`src/rtl/cmdlink_pkg.sv`:
```
package cmdlink_pkg;
  localparam int BYTE_W = 8;
  localparam int WORD_W = 2 * BYTE_W;
  localparam int ADDR_W = 4;
  localparam int DATA_W = 8;

  typedef enum logic [1:0] {
    FR_PRE = 2'd0,
    FR_HI  = 2'd1,
    FR_LO  = 2'd2
  } fr_state_e;

  typedef struct packed {
    logic [ADDR_W-1:0] addr;
    logic [DATA_W-1:0] data;
  } wr_cmd_t;
endpackage

```
`src/rtl/cmdlink_framer.sv`:
```
module cmdlink_framer
  import cmdlink_pkg::*;
#(
  parameter int PRE_LEN = 5,
  parameter logic [PRE_LEN*BYTE_W-1:0] PREAMBLE = 40'h40_4C_44_53_7E,
  parameter logic [BYTE_W-1:0] TERM = 8'h7E
) (
  input  logic              clk,
  input  logic              rst,
  input  logic              rx_valid,
  input  logic [BYTE_W-1:0] rx_byte,
  output logic              word_vld,
  output logic [WORD_W-1:0] word
);
  localparam int IDX_W = (PRE_LEN > 1) ? $clog2(PRE_LEN) : 1;
  localparam logic [IDX_W-1:0] LAST_IDX = IDX_W'(PRE_LEN - 1);
  localparam logic [IDX_W-1:0] SECOND_IDX = IDX_W'(1);

  logic [BYTE_W-1:0] pre_bytes [PRE_LEN];
  fr_state_e         state_q;
  logic [IDX_W-1:0]  pre_idx_q;
  logic [BYTE_W-1:0] hi_q;

  // sync bytes, first one in the top byte of PREAMBLE
  for (genvar g = 0; g < PRE_LEN; g++) begin : g_pre
    assign pre_bytes[g] = PREAMBLE[(PRE_LEN-1-g)*BYTE_W +: BYTE_W];
  end

  always_ff @(posedge clk) begin
    if (rst) begin
      state_q   <= FR_PRE;
      pre_idx_q <= '0;
      hi_q      <= '0;
    end else if (rx_valid) begin
      case (state_q)
        FR_PRE: begin
          if (rx_byte == pre_bytes[pre_idx_q]) begin
            if (pre_idx_q == LAST_IDX) begin
              state_q   <= FR_HI;
              pre_idx_q <= '0;
            end else begin
              pre_idx_q <= pre_idx_q + 1'b1;
            end
          end else if (rx_byte == pre_bytes[0]) begin
            pre_idx_q <= SECOND_IDX;
          end else begin
            pre_idx_q <= '0;
          end
        end
        FR_HI: begin
          if (rx_byte == TERM) begin
            state_q <= FR_PRE;
          end else begin
            hi_q    <= rx_byte;
            state_q <= FR_LO;
          end
        end
        FR_LO:   state_q <= FR_HI;
        default: state_q <= FR_PRE;
      endcase
    end
  end

  assign word_vld = rx_valid && (state_q == FR_LO);
  assign word     = {hi_q, rx_byte};
endmodule

```
`src/rtl/cmdlink_word_check.sv`:
```
module cmdlink_word_check
  import cmdlink_pkg::*;
(
  input  logic [WORD_W-1:0] word,
  output logic              word_ok,
  output wr_cmd_t           cmd
);
  logic zero_ok;
  logic inv_lo_ok;
  logic inv_hi_ok;

  always_comb begin
    zero_ok   = !word[15] && !word[7];
    inv_lo_ok = word[6] != word[5];
    inv_hi_ok = word[14] != word[13];
    word_ok   = zero_ok && inv_lo_ok && inv_hi_ok;
    cmd.addr  = word[11:8];
    cmd.data  = {word[13:12], word[5:0]};
  end
endmodule

```
`src/rtl/cmdlink_writer.sv`:
```
module cmdlink_writer
  import cmdlink_pkg::*;
#(
  parameter logic [ADDR_W-1:0] BANK_REG = 4'hF,
  parameter int BANK_LSB = 4,
  parameter int BANK_W = 2,
  parameter int ALT_CODE = 2
) (
  input  logic              clk,
  input  logic              rst,
  input  logic              word_vld,
  input  logic              word_ok,
  input  wr_cmd_t           cmd,
  output logic              wr_stb,
  output logic [ADDR_W-1:0] wr_addr,
  output logic [DATA_W-1:0] wr_data,
  output logic              wr_alt_bank,
  output logic              chk_err
);
  localparam logic [BANK_W-1:0] ALT_VAL = BANK_W'(ALT_CODE);

  logic alt_q;
  logic accept;
  logic reject;

  assign accept = word_vld && word_ok;
  assign reject = word_vld && !word_ok;

  always_ff @(posedge clk) begin
    if (rst) begin
      wr_stb      <= 1'b0;
      wr_addr     <= '0;
      wr_data     <= '0;
      wr_alt_bank <= 1'b0;
      chk_err     <= 1'b0;
      alt_q       <= 1'b0;
    end else begin
      wr_stb <= accept;
      if (accept) begin
        wr_addr     <= cmd.addr;
        wr_data     <= cmd.data;
        wr_alt_bank <= alt_q;
        if (cmd.addr == BANK_REG) begin
          alt_q <= (cmd.data[BANK_LSB +: BANK_W] == ALT_VAL);
        end
      end
      if (reject) begin
        chk_err <= 1'b1;
      end
    end
  end
endmodule

```
`src/rtl/cmdlink_decoder.sv`:
```
module cmdlink_decoder
  import cmdlink_pkg::*;
#(
  parameter int PRE_LEN = 5,
  parameter logic [PRE_LEN*BYTE_W-1:0] PREAMBLE = 40'h40_4C_44_53_7E,
  parameter logic [BYTE_W-1:0] TERM = 8'h7E,
  parameter logic [ADDR_W-1:0] BANK_REG = 4'hF,
  parameter int BANK_LSB = 4,
  parameter int BANK_W = 2,
  parameter int ALT_CODE = 2
) (
  input  logic              clk,
  input  logic              rst,
  input  logic              rx_valid,
  input  logic [BYTE_W-1:0] rx_byte,
  output logic              wr_stb,
  output logic [ADDR_W-1:0] wr_addr,
  output logic [DATA_W-1:0] wr_data,
  output logic              wr_alt_bank,
  output logic              chk_err
);
  logic              word_vld;
  logic [WORD_W-1:0] word;
  logic              word_ok;
  wr_cmd_t           cmd;

  cmdlink_framer #(
    .PRE_LEN (PRE_LEN),
    .PREAMBLE(PREAMBLE),
    .TERM    (TERM)
  ) framer_i (
    .clk     (clk),
    .rst     (rst),
    .rx_valid(rx_valid),
    .rx_byte (rx_byte),
    .word_vld(word_vld),
    .word    (word)
  );

  cmdlink_word_check check_i (
    .word   (word),
    .word_ok(word_ok),
    .cmd    (cmd)
  );

  cmdlink_writer #(
    .BANK_REG(BANK_REG),
    .BANK_LSB(BANK_LSB),
    .BANK_W  (BANK_W),
    .ALT_CODE(ALT_CODE)
  ) writer_i (
    .clk        (clk),
    .rst        (rst),
    .word_vld   (word_vld),
    .word_ok    (word_ok),
    .cmd        (cmd),
    .wr_stb     (wr_stb),
    .wr_addr    (wr_addr),
    .wr_data    (wr_data),
    .wr_alt_bank(wr_alt_bank),
    .chk_err    (chk_err)
  );
endmodule

```
`config.mk`:
```
export PLATFORM = sky130hd
export DESIGN_NAME = cmdlink_decoder
export DESIGN_NICKNAME = d
export VERILOG_FILES = /design/src/rtl/cmdlink_pkg.sv /design/src/rtl/cmdlink_framer.sv /design/src/rtl/cmdlink_word_check.sv /design/src/rtl/cmdlink_writer.sv /design/src/rtl/cmdlink_decoder.sv
export SDC_FILE = /design/constraint.sdc
export NUM_CORES = 1
export LEC_CHECK = 0
export BUFFER_PORTS_ARGS = -buffer_cell sky130_fd_sc_hd__buf_2
export CORE_ASPECT_RATIO = 1.5
export CORE_MARGIN = 2
export CORE_UTILIZATION = 58
export DETAILED_ROUTE_END_ITERATION = 12
export PLACE_DENSITY = 0.83
export SYNTH_ARGS = -nofsm -noshare
export SYNTH_HDL_FRONTEND = slang
export SYNTH_SLANG_ARGS = --single-unit
```
`constraint.sdc`:
```
create_clock -name clk -period 2.7 [get_ports clk]
set_input_delay 0.135 -clock clk [delete_from_list [all_inputs] [get_ports clk]]
set_output_delay 0.135 -clock clk [all_outputs]
set_load 0.005 [all_outputs]
```
---- After elaboration in Yosys (flattened, before gate mapping) ----
Memory sizes are Yosys's and may differ from the RTL's.
Cells that the tools add are included.
operators by class
  order comparisons ....................... 1
  eq/ne operators ......................... 12
  bitwise operators ....................... 2
  reduce and logical (&&, ||, !) cells .... 14
  muxes and demuxes ....................... 9
  $add $sub $neg .......................... 1
operator list
  kind                 count
  $eq 8x7->1 const B   2
  $mux 8               2
  $eq 8x8->1           1
  $logic_and 1x1->1    6
  $mux 2               3
  $mux 3               2
  $pmux 2 s3           1
  $reduce_and 3->1     2
  $eq 2x2->1 const B   2
  $eq 4x4->1 const B   1
  $ge 4x4->1 const B   1
  $ne 2x1->1 const B   2
  $not 3->4            1
  $reduce_and 2->1     2
  $add 3x1->3 const B  1
  $eq 3x3->1 const B   1
  $logic_not 1->1      3
  $eq 2x1->1 const B   1
  $logic_not 2->1      1
  $ne 1x1->1           2
  $mux 1               1
  $not 1->1            1
storage, ports and cells
  input port bits ......................... 11
  logic and storage cells ................. 49
  ROM bits ................................ 64
  register bits after elaboration ......... 29
  memories kept ........................... 1
memories
  name              depth  width  rd ports  clocked after memory_dff  write ports  line                  RTL
  (name not given)  8      8      1         0                         0            cmdlink_framer.sv:37  if (rx_byte == pre_bytes[pre_idx_q]) begin

---- Longest topological paths before layout ----
  depth after elaboration ................. 7
  mapped depth ............................ 7
  gate-level depth less buffers ........... 7

---- Hierarchy ----
From an unflattened synthesis, not the netlist that was laid out.
second synthesis, totals
  cells, all modules ...................... 177
  area total of the unflattened synthesis .. 1497.7 µm²
modules (own cells, without submodules)
  module              seq. area each (µm²)  area each (µm²)  cells an instance  times used
  cmdlink_framer      260.2                 822.0            92                 1
  cmdlink_writer      320.3                 555.5            70                 1
  cmdlink_word_check  0.0                   120.1            15                 1

---- Worst setup path after synthesis ----
Ideal clock, no wire load.
  path kind ............................... flip-flop to flip-flop
  start point ............................. register framer_i.pre_idx_q[2]
  end point ............................... register framer_i.pre_idx_q[0]
  setup time .............................. 73 ps
  arrival ................................. 1757 ps
  setup slack ............................. 870 ps
  cell stages (with the launch flop) ...... 8
  cell sequence ........................... dfxtp_1 -> clkbuf_1 -> inv_1 -> ha_1 -> xnor2_1 -> nand3b_1 -> or4b_1 -> o211ai_2
on the way
  longest elaborated chain between the ends .. 6
ends and longest elaborated chain
  item                                       line                  RTL
  start, declared                            cmdlink_framer.sv:21  logic [IDX_W-1:0] pre_idx_q;
  start signal, assigned                     cmdlink_framer.sv:42  pre_idx_q <= pre_idx_q + 1'b1;
  $not 3->4 (implied by the code)            cmdlink_framer.sv:37
  $mem_v2 8x8                                --
  $mux 8 (implied by the code) (2 in a row)  cmdlink_framer.sv:37
  $eq 8x8->1                                 cmdlink_framer.sv:37
  $mux 3 *                                   cmdlink_framer.sv:37
Mark *: on every way between the ends. The rest lies on a longest branch, timed or not. The select of a mux whose other input is x is not followed.
A chain may end at the register's enable or synchronous reset.

---- Worst setup path in the final report ----
Ends and elaborated chain as after synthesis.

==> results.yml <==
outcome:
  outcome: "finished, final reports clean"
global_route:
  grt_max_degree: 29
  grt_overflow: 0
  grt_pass1_vias: 1121
  grt_pass1_wl_um: 4740
  track_usage_pct: 22.5
  antenna_found_initial: 0
cells_and_area:
  fin_nets: 189
  drive_above_1_share_pct: 22.5
  design_area_um2: 1540
  fin_cells: 196
  multi_input_area_um2: 719
  area_delta_synth_final_pct: 12.8
  fillCellCount: 205
  antennaDiodeCount: 0
  regArea_um2: 581
setup_path:
  slowest_stage: "or4b_1"
  cp_num_buf_inv: 1
  end_kind: "register"
  critical_path.endpoint: "framer_i.pre_idx_q[0]"
  critical-path-max-stage-delay_ps: 570
  rr_startpoint: "framer_i.pre_idx_q[2]"
  cp_top_family: "simple AND/OR/NAND/NOR gates"
  cp.required_ps: 2960
  rrSetupSlack_ps: 780
  worstSetupStartpointType: "register"
  cp_cell_sequence: "inv_1 > ha_1 > xnor2_1 > nand3b_1 > or4b_1 > o211ai_2"
  reg2reg_to: "framer_i.pre_idx_q[0]"
  arrival_ps: 2180
  crit_start: "framer_i.pre_idx_q[2]"
  cp_num_cells: 6
  crit_fanout: 9
  reg2regPathDepth: 6
  critPathKind: "register to register"
clocking:
  cts_htree_levels: 2
  cts_buffer_depth: 2
  cts_sinks: 29
  cts_tree: "built"
  clkLatencyLatePin_ps: 330
  numCtsBuffers: 5
  cts_resized: 0
  cts_setup_buffers: 0
  ctsHoldBuffers: 0
  cts_root_buf: "clkbuf_4"
  clk_pin_slew_ps: 90
sta:
  min_period_ps: 1920
  fmax_mhz: 522
  tightest_slew_ps: 531
  skew_ps: 4.08
  setup_viol: 0
  rsz0062_at_grt: "no"
  fin_tns_setup_ps: 0
  drv_slew: 0
  relSlewSlack_pct: 64.5
  holdWs_ps: 87.5
  hold_violations: 0
  period_share_pct: 71.0
die:
  initial_core_util_pct: 61.1
  die_h_um: 63.4
  die_area_um2: 2760
  core-area_um2: 2230
  io_pins: 26
  num_rows: 21
  die_width_um: 43.6
placed_design:
  portBuffers: 25
  dp_hpwl_um: 2100
  place_area_um2: 1480
  gp_congestion: 0.759
  dp_cells: 189
logic_synthesis:
  ys.flop_type: "dfxtp_1"
  syn_area_um2: 1360
  synth_common_cells: "dfxtp_1 (29), nor2_1 (19), mux2i_1 (13)"
  syn-num-nets: 164
  synth_edf_count: 0
  yosysSeqAreaShare_pct: 42.6
  ys.warnings.count: 0
  syn_area_per_cell_um2: 9.21
  synth_top_area_cell: "dfxtp_1"
  yosysMostFrequentCell: "dfxtp_1"
  synthArstFlopShare_pct: 0
  syn_inst: 148
  yosys-top-cells-area: "dfxtp_1 (43%), mux2i_1 (9.5%), nor2_1 (5.2%), ha_1 (4.6%), a21oi_1 (4.4%)"
  ys_seq_elements: 29
  synth.distinct_cells: 40
  yosys.area.top_type_share_pct: 42.6
routing:
  initialDrtViolationCount: 25
  drcViolationCount: 0
  routed-via-count: 1163
  antenna_left: 0
  dr.pass1.iters: 4
  routed_via_density: 5.93
  routed_wl_um: 2740
  drt-wirelength-per-cell_um: 14.0
power:
  vdd_drop_max_v: 0.000317
  pwr-share-clk_pct: 36.4
  p_leak_nw: 0.718
  comb_power_share_pct: 5.4
  finalPower_uw: 734
  powerDensity_nw_per_um2: 477
  p_switching_uw: 171
  swShare_pct: 23.2
  p_int_uw: 563
  seq_power_share_pct: 58.2
min_path:
  hp-start: "rx_byte[7]"
  hp-class: "primary input to register"
run:
  cap_violations: 0
==> cell usage in the layout, fill, tap and decap left out, types with 2 or more instances in the layout <==
master	n
a21oi_1	12
a32o_1	2
and3b_1	2
buf_2	25
clkbuf_4	5
dfxtp_1	29
ha_1	5
inv_1	6
mux2i_1	13
nand2_1	3
nand3_1	9
nor2_1	19
nor3_1	2
nor3b_1	2
nor4_1	2
o21ai_0	9
or4_1	3
xor2_1	2
==> registers in the layout, indices dropped and copies added (netlist names) <==
signal                count
writer_i.wr_alt_bank      1
framer_i.pre_idx_q        3
writer_i.alt_q            1
writer_i.wr_stb           1
framer_i.hi_q             8
writer_i.wr_addr          4
writer_i.chk_err          1
writer_i.wr_data          8
framer_i.state_q          2
==> metal layers <==
metal  GRT usage, %  vias to the layer above  share of wire, %
met1           25.1                      547                39
met2           37.5                       25                55
met4           10.2                        0               2.0
met5              0                        -                 0
li1               -                      584                 -
met3           7.16                        7               3.7
==> power by group through the flow <==
| stage | clock (mW) | combinational (mW) | sequential (mW) |
|---|---|---|---|
| 2_1_floorplan | 0 | 0.0230 | 0.437 |
| 3_3_place_gp | 0 | 0.0374 | 0.437 |
| 3_5_place_dp | 0 | 0.0390 | 0.437 |
| 4_1_cts | 0.276 | 0.0391 | 0.427 |
| 5_1_grt | 0.295 | 0.0430 | 0.428 |
| 6_report | 0.267 | 0.0394 | 0.427 |
==> through the flow <==
stage / utilization, % / worst slack, ps
floorplan: - / 870
global placement: 66.4 / 903
detailed placement: 66.4 / 793
CTS: 68.9 / 781
global route: 68.9 / 662
finish: 68.9 / 783
==> worst min path at each step <==
stage                                     end  slack, ps  cells past startpoint
final                        framer_i.hi_q[7]         90                      3
after CTS                    framer_i.hi_q[7]         80                      3
after detailed placement     framer_i.hi_q[7]        440                      3
after floorplan           writer_i.wr_data[0]        280                      2
after global placement       framer_i.hi_q[7]        430                      3
after global routing         framer_i.hi_q[7]         90                      3
==> worst reg2reg max path: stages, from the launching register on <==
cell and delay, ps:
dfxtp_1 510, inv_1 120, ha_1 230, xnor2_1 130
nand3b_1 150, or4b_1 570, o211ai_2 140
==> layout make-up <==
type | count | share of cell area (%)
Multi-Input combinational cell | 105 | 46.7
Sequential cell | 29 | 37.7
Timing Repair Buffer | 26 | 8.62
Clock buffer | 7 | 3.58
Tap cell | 23 | 1.87
Inverter | 6 | 1.46
==> logic make-up (layout without fill, tap and decap cells) <==
group,Yosys count,in the layout,synth area share [%]
simple gates,54,54,23.2
compound gates,30,30,13.5
flops,29,29,42.6
buf+inv,14,39,4.68
mux,13,13,9.54
fa+ha+maj,5,5,4.59
xor+xnor,3,3,1.93
Power figures use the tool's default switching activity.
